`src/rtl/rxr_pkg.sv`:
```
package rxr_pkg;

    typedef enum logic [2:0] {
        S_IDLE = 3'd0,
        S_DATA = 3'd1,
        S_PAD  = 3'd2,
        S_HDR  = 3'd3,
        S_DROP = 3'd4
    } wr_state_e;

    localparam logic [7:0] STAT_OK  = 8'h01;
    localparam logic [7:0] STAT_GRP = 8'h20;

    localparam int unsigned HDR_BYTES = 4;

endpackage

```
`src/rtl/rxr_space_chk.sv`:
```
module rxr_space_chk #(
    parameter int unsigned PAGE_W     = 8,
    parameter int unsigned NEED_BYTES = 1518
) (
    input  logic [PAGE_W-1:0] cur_pg,
    input  logic [PAGE_W-1:0] bound_pg,
    input  logic [PAGE_W-1:0] start_pg,
    input  logic [PAGE_W-1:0] stop_pg,
    output logic              room_ok
);
    localparam int unsigned AW = PAGE_W + 8;
    localparam int unsigned SW = AW + 2;

    logic signed [SW-1:0] idx_s;
    logic signed [SW-1:0] bnd_s;
    logic signed [SW-1:0] ring_s;
    logic signed [SW-1:0] avail_s;

    always_comb begin
        idx_s  = $signed({2'b00, cur_pg, 8'h00});
        bnd_s  = $signed({2'b00, bound_pg, 8'h00});
        ring_s = $signed({2'b00, stop_pg, 8'h00}) - $signed({2'b00, start_pg, 8'h00});
        if (idx_s < bnd_s) begin
            avail_s = bnd_s - idx_s;
        end else begin
            avail_s = ring_s - (idx_s - bnd_s);
        end
        room_ok = (avail_s >= $signed(SW'(NEED_BYTES)));
    end

endmodule

```
`src/rtl/rxr_next_calc.sv`:
```
module rxr_next_calc #(
    parameter int unsigned PAGE_W = 8,
    parameter int unsigned LEN_W  = 12
) (
    input  logic [PAGE_W-1:0] base_pg,
    input  logic [PAGE_W-1:0] start_pg,
    input  logic [PAGE_W-1:0] stop_pg,
    input  logic [LEN_W-1:0]  stored_len,
    output logic [PAGE_W-1:0] next_pg
);
    localparam int unsigned SUMW = LEN_W + 1;
    localparam int unsigned NW   = PAGE_W + LEN_W;

    logic [SUMW-1:0] span_sum;
    logic [NW-1:0]   raw_pg;

    always_comb begin
        // room for header pointer term, rounded up to whole pages
        span_sum = {1'b0, stored_len} + SUMW'(rxr_pkg::HDR_BYTES + 255);
        raw_pg   = NW'(base_pg) + NW'(span_sum[SUMW-1:8]);
        if (raw_pg >= NW'(stop_pg)) begin
            raw_pg = raw_pg - (NW'(stop_pg) - NW'(start_pg));
        end
        next_pg = raw_pg[PAGE_W-1:0];
    end

endmodule

```
`src/rtl/rxr_addr_step.sv`:
```
module rxr_addr_step #(
    parameter int unsigned PAGE_W = 8
) (
    input  logic [PAGE_W+7:0] cur_addr,
    input  logic [PAGE_W-1:0] start_pg,
    input  logic [PAGE_W-1:0] stop_pg,
    output logic [PAGE_W+7:0] nxt_addr
);
    localparam int unsigned AW = PAGE_W + 8;

    logic [AW-1:0] inc_addr;

    always_comb begin
        inc_addr = cur_addr + AW'(1);
        if (inc_addr == {stop_pg, 8'h00}) begin
            nxt_addr = {start_pg, 8'h00};
        end else begin
            nxt_addr = inc_addr;
        end
    end

endmodule

```
`src/rtl/rxr_ring_writer.sv`:
```
module rxr_ring_writer
    import rxr_pkg::*;
#(
    parameter int unsigned PAGE_W     = 8,
    parameter int unsigned LEN_W      = 12,
    parameter int unsigned MIN_LEN    = 60,
    parameter int unsigned NEED_BYTES = 1518
) (
    input  logic              clk,
    input  logic              rst_n,
    input  logic              rx_valid,
    input  logic [7:0]        rx_data,
    input  logic              rx_sof,
    input  logic              rx_eof,
    input  logic              rx_grp,
    input  logic              rx_stopped,
    input  logic [PAGE_W-1:0] start_pg,
    input  logic [PAGE_W-1:0] stop_pg,
    input  logic [PAGE_W-1:0] bound_pg,
    input  logic [PAGE_W-1:0] cur_pg,
    output logic              mem_we,
    output logic [PAGE_W+7:0] mem_addr,
    output logic [7:0]        mem_wdata,
    output logic              rx_done,
    output logic [PAGE_W-1:0] new_pg,
    output logic [7:0]        rx_status
);
    localparam int unsigned AW = PAGE_W + 8;

    typedef struct packed {
        wr_state_e         st;
        logic [AW-1:0]     wa;
        logic [PAGE_W-1:0] base_pg;
        logic [PAGE_W-1:0] lo_pg;
        logic [PAGE_W-1:0] hi_pg;
        logic [LEN_W-1:0]  cnt;
        logic [1:0]        hix;
        logic              we;
        logic [AW-1:0]     addr;
        logic [7:0]        wdata;
        logic              done;
        logic [PAGE_W-1:0] npg;
        logic [7:0]        stat;
    } wr_regs_t;

    wr_regs_t r_d;
    wr_regs_t r_q;

    logic              room_ok;
    logic [AW-1:0]     wa_step;
    logic [LEN_W-1:0]  stored_len;
    logic [PAGE_W-1:0] calc_pg;
    logic [LEN_W-1:0]  cnt_inc;

    rxr_space_chk #(.PAGE_W(PAGE_W), .NEED_BYTES(NEED_BYTES)) u_space (
        .cur_pg   (cur_pg),
        .bound_pg (bound_pg),
        .start_pg (start_pg),
        .stop_pg  (stop_pg),
        .room_ok  (room_ok)
    );

    rxr_addr_step #(.PAGE_W(PAGE_W)) u_step (
        .cur_addr (r_q.wa),
        .start_pg (r_q.lo_pg),
        .stop_pg  (r_q.hi_pg),
        .nxt_addr (wa_step)
    );

    assign stored_len = r_q.cnt + LEN_W'(HDR_BYTES);
    assign cnt_inc    = r_q.cnt + LEN_W'(1);

    rxr_next_calc #(.PAGE_W(PAGE_W), .LEN_W(LEN_W)) u_next (
        .base_pg    (r_q.base_pg),
        .start_pg   (r_q.lo_pg),
        .stop_pg    (r_q.hi_pg),
        .stored_len (stored_len),
        .next_pg    (calc_pg)
    );

    always_comb begin
        r_d      = r_q;
        r_d.we   = 1'b0;
        r_d.done = 1'b0;
        unique case (r_q.st)
            S_IDLE: begin
                if (rx_valid && rx_sof) begin
                    if (rx_stopped || !room_ok) begin
                        r_d.st = rx_eof ? S_IDLE : S_DROP;
                    end else begin
                        r_d.base_pg = cur_pg;
                        r_d.lo_pg   = start_pg;
                        r_d.hi_pg   = stop_pg;
                        r_d.stat    = STAT_OK | (rx_grp ? STAT_GRP : 8'h00);
                        r_d.we      = 1'b1;
                        r_d.addr    = {cur_pg, 8'h00} + AW'(HDR_BYTES);
                        r_d.wdata   = rx_data;
                        r_d.wa      = {cur_pg, 8'h00} + AW'(HDR_BYTES + 1);
                        r_d.cnt     = LEN_W'(1);
                        r_d.hix     = 2'd0;
                        if (!rx_eof) begin
                            r_d.st = S_DATA;
                        end else if (MIN_LEN > 1) begin
                            r_d.st = S_PAD;
                        end else begin
                            r_d.st = S_HDR;
                        end
                    end
                end
            end
            S_DATA: begin
                if (rx_valid) begin
                    r_d.we    = 1'b1;
                    r_d.addr  = r_q.wa;
                    r_d.wdata = rx_data;
                    r_d.wa    = wa_step;
                    r_d.cnt   = cnt_inc;
                    if (rx_eof) begin
                        r_d.st = (cnt_inc < LEN_W'(MIN_LEN)) ? S_PAD : S_HDR;
                    end
                end
            end
            S_PAD: begin
                r_d.we    = 1'b1;
                r_d.addr  = r_q.wa;
                r_d.wdata = 8'h00;
                r_d.wa    = wa_step;
                r_d.cnt   = cnt_inc;
                if (cnt_inc >= LEN_W'(MIN_LEN)) begin
                    r_d.st = S_HDR;
                end
            end
            S_HDR: begin
                r_d.we   = 1'b1;
                r_d.addr = {r_q.base_pg, 6'd0, r_q.hix};
                unique case (r_q.hix)
                    2'd0:    r_d.wdata = r_q.stat;
                    2'd1:    r_d.wdata = 8'(calc_pg);
                    2'd2:    r_d.wdata = stored_len[7:0];
                    default: r_d.wdata = 8'(stored_len >> 8);
                endcase
                r_d.hix = r_q.hix + 2'd1;
                if (r_q.hix == 2'd3) begin
                    r_d.done = 1'b1;
                    r_d.npg  = calc_pg;
                    r_d.st   = S_IDLE;
                end
            end
            S_DROP: begin
                if (rx_valid && rx_eof) begin
                    r_d.st = S_IDLE;
                end
            end
            default: r_d.st = S_IDLE;
        endcase
    end

    always_ff @(posedge clk or negedge rst_n) begin
        if (!rst_n) begin
            r_q <= '{st: S_IDLE, default: '0};
        end else begin
            r_q <= r_d;
        end
    end

    assign mem_we    = r_q.we;
    assign mem_addr  = r_q.addr;
    assign mem_wdata = r_q.wdata;
    assign rx_done   = r_q.done;
    assign new_pg    = r_q.npg;
    assign rx_status = r_q.stat;

    // a refused first byte writes nothing in the next cycle
    a_r1_stopped_no_write: assert property (@(posedge clk) disable iff (!rst_n)
        (r_q.st == S_IDLE && rx_valid && rx_sof && rx_stopped) |=> !mem_we);

    // a write never targets the stop address
    a_r3_no_stop_addr: assert property (@(posedge clk) disable iff (!rst_n)
        mem_we |-> (mem_addr != {r_q.hi_pg, 8'h00}));

    // next page stays inside the ring
    a_r6_page_in_ring: assert property (@(posedge clk) disable iff (!rst_n)
        rx_done |-> (new_pg >= r_q.lo_pg && new_pg < r_q.hi_pg));

    // status always carries the ok bit
    a_r7_status_ok: assert property (@(posedge clk) disable iff (!rst_n)
        rx_done |-> rx_status[0]);

    // completion is a single-cycle pulse
    a_r8_done_pulse: assert property (@(posedge clk) disable iff (!rst_n)
        rx_done |=> !rx_done);

    // completion coincides with the last header byte write
    a_r8_done_with_hdr: assert property (@(posedge clk) disable iff (!rst_n)
        rx_done |-> (mem_we && mem_addr == {r_q.base_pg, 8'h03}));

    // a dropping frame causes no write
    a_r10_drop_quiet: assert property (@(posedge clk) disable iff (!rst_n)
        (r_q.st == S_DROP) |=> !mem_we);

endmodule

```
`config.mk`:
```
export PLATFORM = sky130hd
export DESIGN_NAME = rxr_ring_writer
export DESIGN_NICKNAME = d
export VERILOG_FILES = /design/src/rtl/rxr_pkg.sv /design/src/rtl/rxr_space_chk.sv /design/src/rtl/rxr_next_calc.sv /design/src/rtl/rxr_addr_step.sv /design/src/rtl/rxr_ring_writer.sv
export SDC_FILE = /design/constraint.sdc
export NUM_CORES = 1
export LEC_CHECK = 0
export ABC_AREA = 1
export BUFFER_PORTS_ARGS = -buffer_cell sky130_fd_sc_hd__buf_2
export CAP_MARGIN = 20
export CORE_MARGIN = 2
export CORE_UTILIZATION = 55
export CTS_BUF_LIST = sky130_fd_sc_hd__clkbuf_4
export DETAILED_ROUTE_END_ITERATION = 8
export HOLD_SLACK_MARGIN = 0.08
export PLACE_DENSITY = 0.78
export SETUP_SLACK_MARGIN = 0.3
export SYNTH_ARGS = -nofsm -noshare
export SYNTH_HDL_FRONTEND = slang
export SYNTH_SLANG_ARGS = --single-unit
```
`constraint.sdc`:
```
create_clock -name clk -period 4.83 [get_ports clk]
set_clock_uncertainty 0.15 [all_clocks]
set_input_delay 0.966 -clock clk [delete_from_list [all_inputs] [get_ports clk]]
set_output_delay 0.966 -clock clk [all_outputs]
set_load 0.02 [all_outputs]
```
==> run metrics <==
power density over the cells 698.6 nW/um2; MaxCap Viol Count 0; DRC errors left 0; RSZ-0062 raised after global routing yes; number of instances in the synthesized netlist 1169; CP startpoint kind register; slew margin rel. 44.96%; family of cells with the greatest summed delay on the critical path simple AND/OR/NAND/NOR gates; initial core utilization 56.50%; Routed WL 22020 um; count of pins on the block boundary 89; share of Yosys cell area claimed by the top area cell type 28.34%; total buffers and inverters traversed by the critical path 4; worst-path maximum fanout 5; die area 15920 um2; root buf cell clkbuf_4; vias per std cell 5.543; number of buffers inserted by hold repair at cts 0; main flop type after synthesis dfrtp_1; required time at the endpoint of the critical path 5.06 ns; CTS tree done; largest cells by area after synthesis dfrtp_1 28%, nand2_1 15%, ha_1 9.6%, inv_1 7.2%, nand3_1 4.8%; proportion of layout cells with a drive suffix above 1 18.23%; CTS Buf Count 9; largest net degree at the start of global routing 66; global placement routability congestion 0.9589; launch point of the worst hold path new_pg[2]$_DFFE_PN0P_; DIE HEIGHT 126.2 um; # fillers 1294; GRT Util Overall 27.42%; Post-Route Setup TNS 0 ns; Clock Tree Buf Depth 2; slew at the pin closest to its max-slew limit 0.8257 ns; upper clock frequency limit 208.4 MHz; total standard cell area after synthesis 8212 um2; Post-Synthesis Mean Instance Area 7.024 um2; portion of the clock cycle consumed by the worst path in the final layout 99.33%; area occupied by multi-input gates 5147 um2; number of synthesized register bits 93; asr flop ratio synth 100.0%; Post-synth EDFFs 0; delay of the slowest cell on the worst path 0.60 ns; final worst path period need 4.798 ns; final hold viol count 0; detailed-route wire length per cell 15.28 um; Max H-tree Level 3; start-to-end type of the worst setup path register to register; Reg clk slew, reported paths 0.16 ns; Hold Crit Class register to register; placed standard-cell area 8676 um2; startpoint of the lowest-slack register-to-register path r_q[46]$_DFFE_PN0P_; wire length of the first global-routing pass 35450 um; Overall Power 6.506 mW; Net count, final 1373; number of global-route vias before repair 7356; count of input and output buffers 82; status finished clean; cell with the largest stage delay on the worst path fa_1; num rows 44; first-iteration detailed-routing DRC count 771; number of failing setup endpoints in the final timing report 0; post-detailed-route count of antenna-violating nets 0; worst slack after detailed placement -0.1014 ns; FF/Latch Area 2328 um2; sequential-to-total area share from yosys stat 28.34%; static leakage power 4.911 nW; post-synthesis cell type with the largest combined area dfrtp_1; core area 14530 um2; width of the chip 126.2 um; launching instance or port of the critical path r_q[46]$_DFFE_PN0P_; DP Wirelength 16750 um; commonest non-fill, non-tap cells in the layout 324 x nand2_1, 156 x inv_1, 92 x dfrtp_1, 81 x buf_2, 76 x nand3_1; growth of design area from synthesis to finish 13.41%; 1st-pass router iterations 7; fin worst setup slack 0.03220 ns; final-layout worst hold slack 0.3404 ns; clock latency on the worst-skew pair 0.49 ns; leftover overflow at the end of global routing 0; cell mode on critical path nand2_1; warnings from Yosys 0; summed area of non-filler cells in the final layout 9313 um2; Crit. End Element register; VDD IR max 0.0005436 V; data arrival at the endpoint of the critical path 5.03 ns; clk sinks 93; number of antenna violations at the first check in global routing 1; most common library cell in the layout ignoring fill and taps nand2_1; Synth cell types 44; Via Count 7988; pins over their slew limit 0
-- layer usage --
layer,wire length (um),share of wire [%],up-vias,track usage [%]
met3,1419,6.4,47,4.291
met2,10150,46,329,44.78
met1,9926,45,3710,37.38
met4,527,2.4,0,9.179
met5,0,0,-,0
li1,-,-,3902,-
-- through the flow --
step	instances	utilization (%)
2_1_floorplan	1174	-
3_3_place_gp	1402	59.69
3_5_place_dp	1402	59.69
4_1_cts	1428	62.32
5_1_grt	1441	64.08
6_report	1441	64.08
-- state kept, by name, summed over array words and instances, names as in the netlist --
| register | flops |
|---|---|
| r_q | 57 |
| mem_addr | 16 |
| mem_wdata | 8 |
| new_pg | 8 |
| rx_status | 2 |
| mem_we | 1 |
| rx_done | 1 |
-- final timing paths --
check	depth (start not counted)	end	slack (ns)
min in group asynchronous	1	mem_we$_DFF_PN0_	0.40
max in group asynchronous	2	r_q[65]$_DFFE_PN0P_	3.19
worst min-delay path	2	new_pg[2]$_DFFE_PN0P_	0.34
worst max-delay path	30	mem_wdata[6]$_DFFE_PN0P_	0.03
worst max register to register	30	mem_wdata[6]$_DFFE_PN0P_	0.03
worst min register to register	2	new_pg[2]$_DFFE_PN0P_	0.34
-- cell usage after synthesis (2+ instances only) --
cell	number
a21o_1	3
a21oi_1	51
a21oi_2	2
a22oi_1	2
buf_2	9
buf_4	42
buf_6	4
clkbuf_1	12
dfrtp_1	93
fa_1	12
ha_1	63
inv_1	158
inv_2	2
nand2_1	336
nand2_2	5
nand3_1	79
nand3_2	2
nand3_4	2
nand3b_1	9
nand4_1	50
nor2_1	67
nor2_2	3
nor2_4	3
nor3_1	6
o211ai_1	2
o21a_1	3
o21ai_0	32
o21ai_1	41
o22ai_1	10
or2_2	6
xnor2_1	9
xor2_1	39
-- layout make-up --
type / count / share of cell area (%)
Multi-Input combinational cell: 853 / 55.27
Sequential cell: 93 / 25.00
Timing Repair Buffer: 133 / 9.015
Inverter: 161 / 6.624
Tap cell: 184 / 2.472
Clock inverter: 7 / 0.8599
Clock buffer: 9 / 0.7255
Antenna cell: 1 / 0.02687
-- power by group --
part	internal (mW)	total (mW)	switching, mW
combinational	1.92	4.76	2.83
clock	0.165	0.470	0.305
sequential	1.04	1.28	0.237
-- kinds of logic after synthesis --
| group | after synthesis | synth area share [%] |
|---|---|---|
| and+or+nand+nor | 571 | 30.84 |
| buffers and inverters | 228 | 12.88 |
| AOI/OAI and AO/OA | 152 | 10.13 |
| DFF | 93 | 28.34 |
| adders and majority gates | 75 | 12.52 |
| xor gates and xnor gates | 48 | 5.120 |
| other | 1 | 0.04567 |
| muxes | 1 | 0.1219 |
-- repair_timing --
action                                 in CTS  in global routing
setup buffers                              10                 12
setup endpoints to repair                  14                 45
gates resized for setup                    34                 36
pin swaps                                  17                 28
endpoints found under the hold margin       0                  0
-- worst register-to-register path, delay by kind of cell (launching register included) --
family / cells / cell delay, ns
AND/OR/NAND/NOR: 15 / 1.50
adder cells (fa/ha/maj): 4 / 1.28
AO/OA/AOI/OAI: 5 / 0.66
flip-flops: 1 / 0.43
XOR/XNOR: 2 / 0.36
buffers and inverters: 4 / 0.29
No activity file was read; power rests on OpenSTA's default activity.
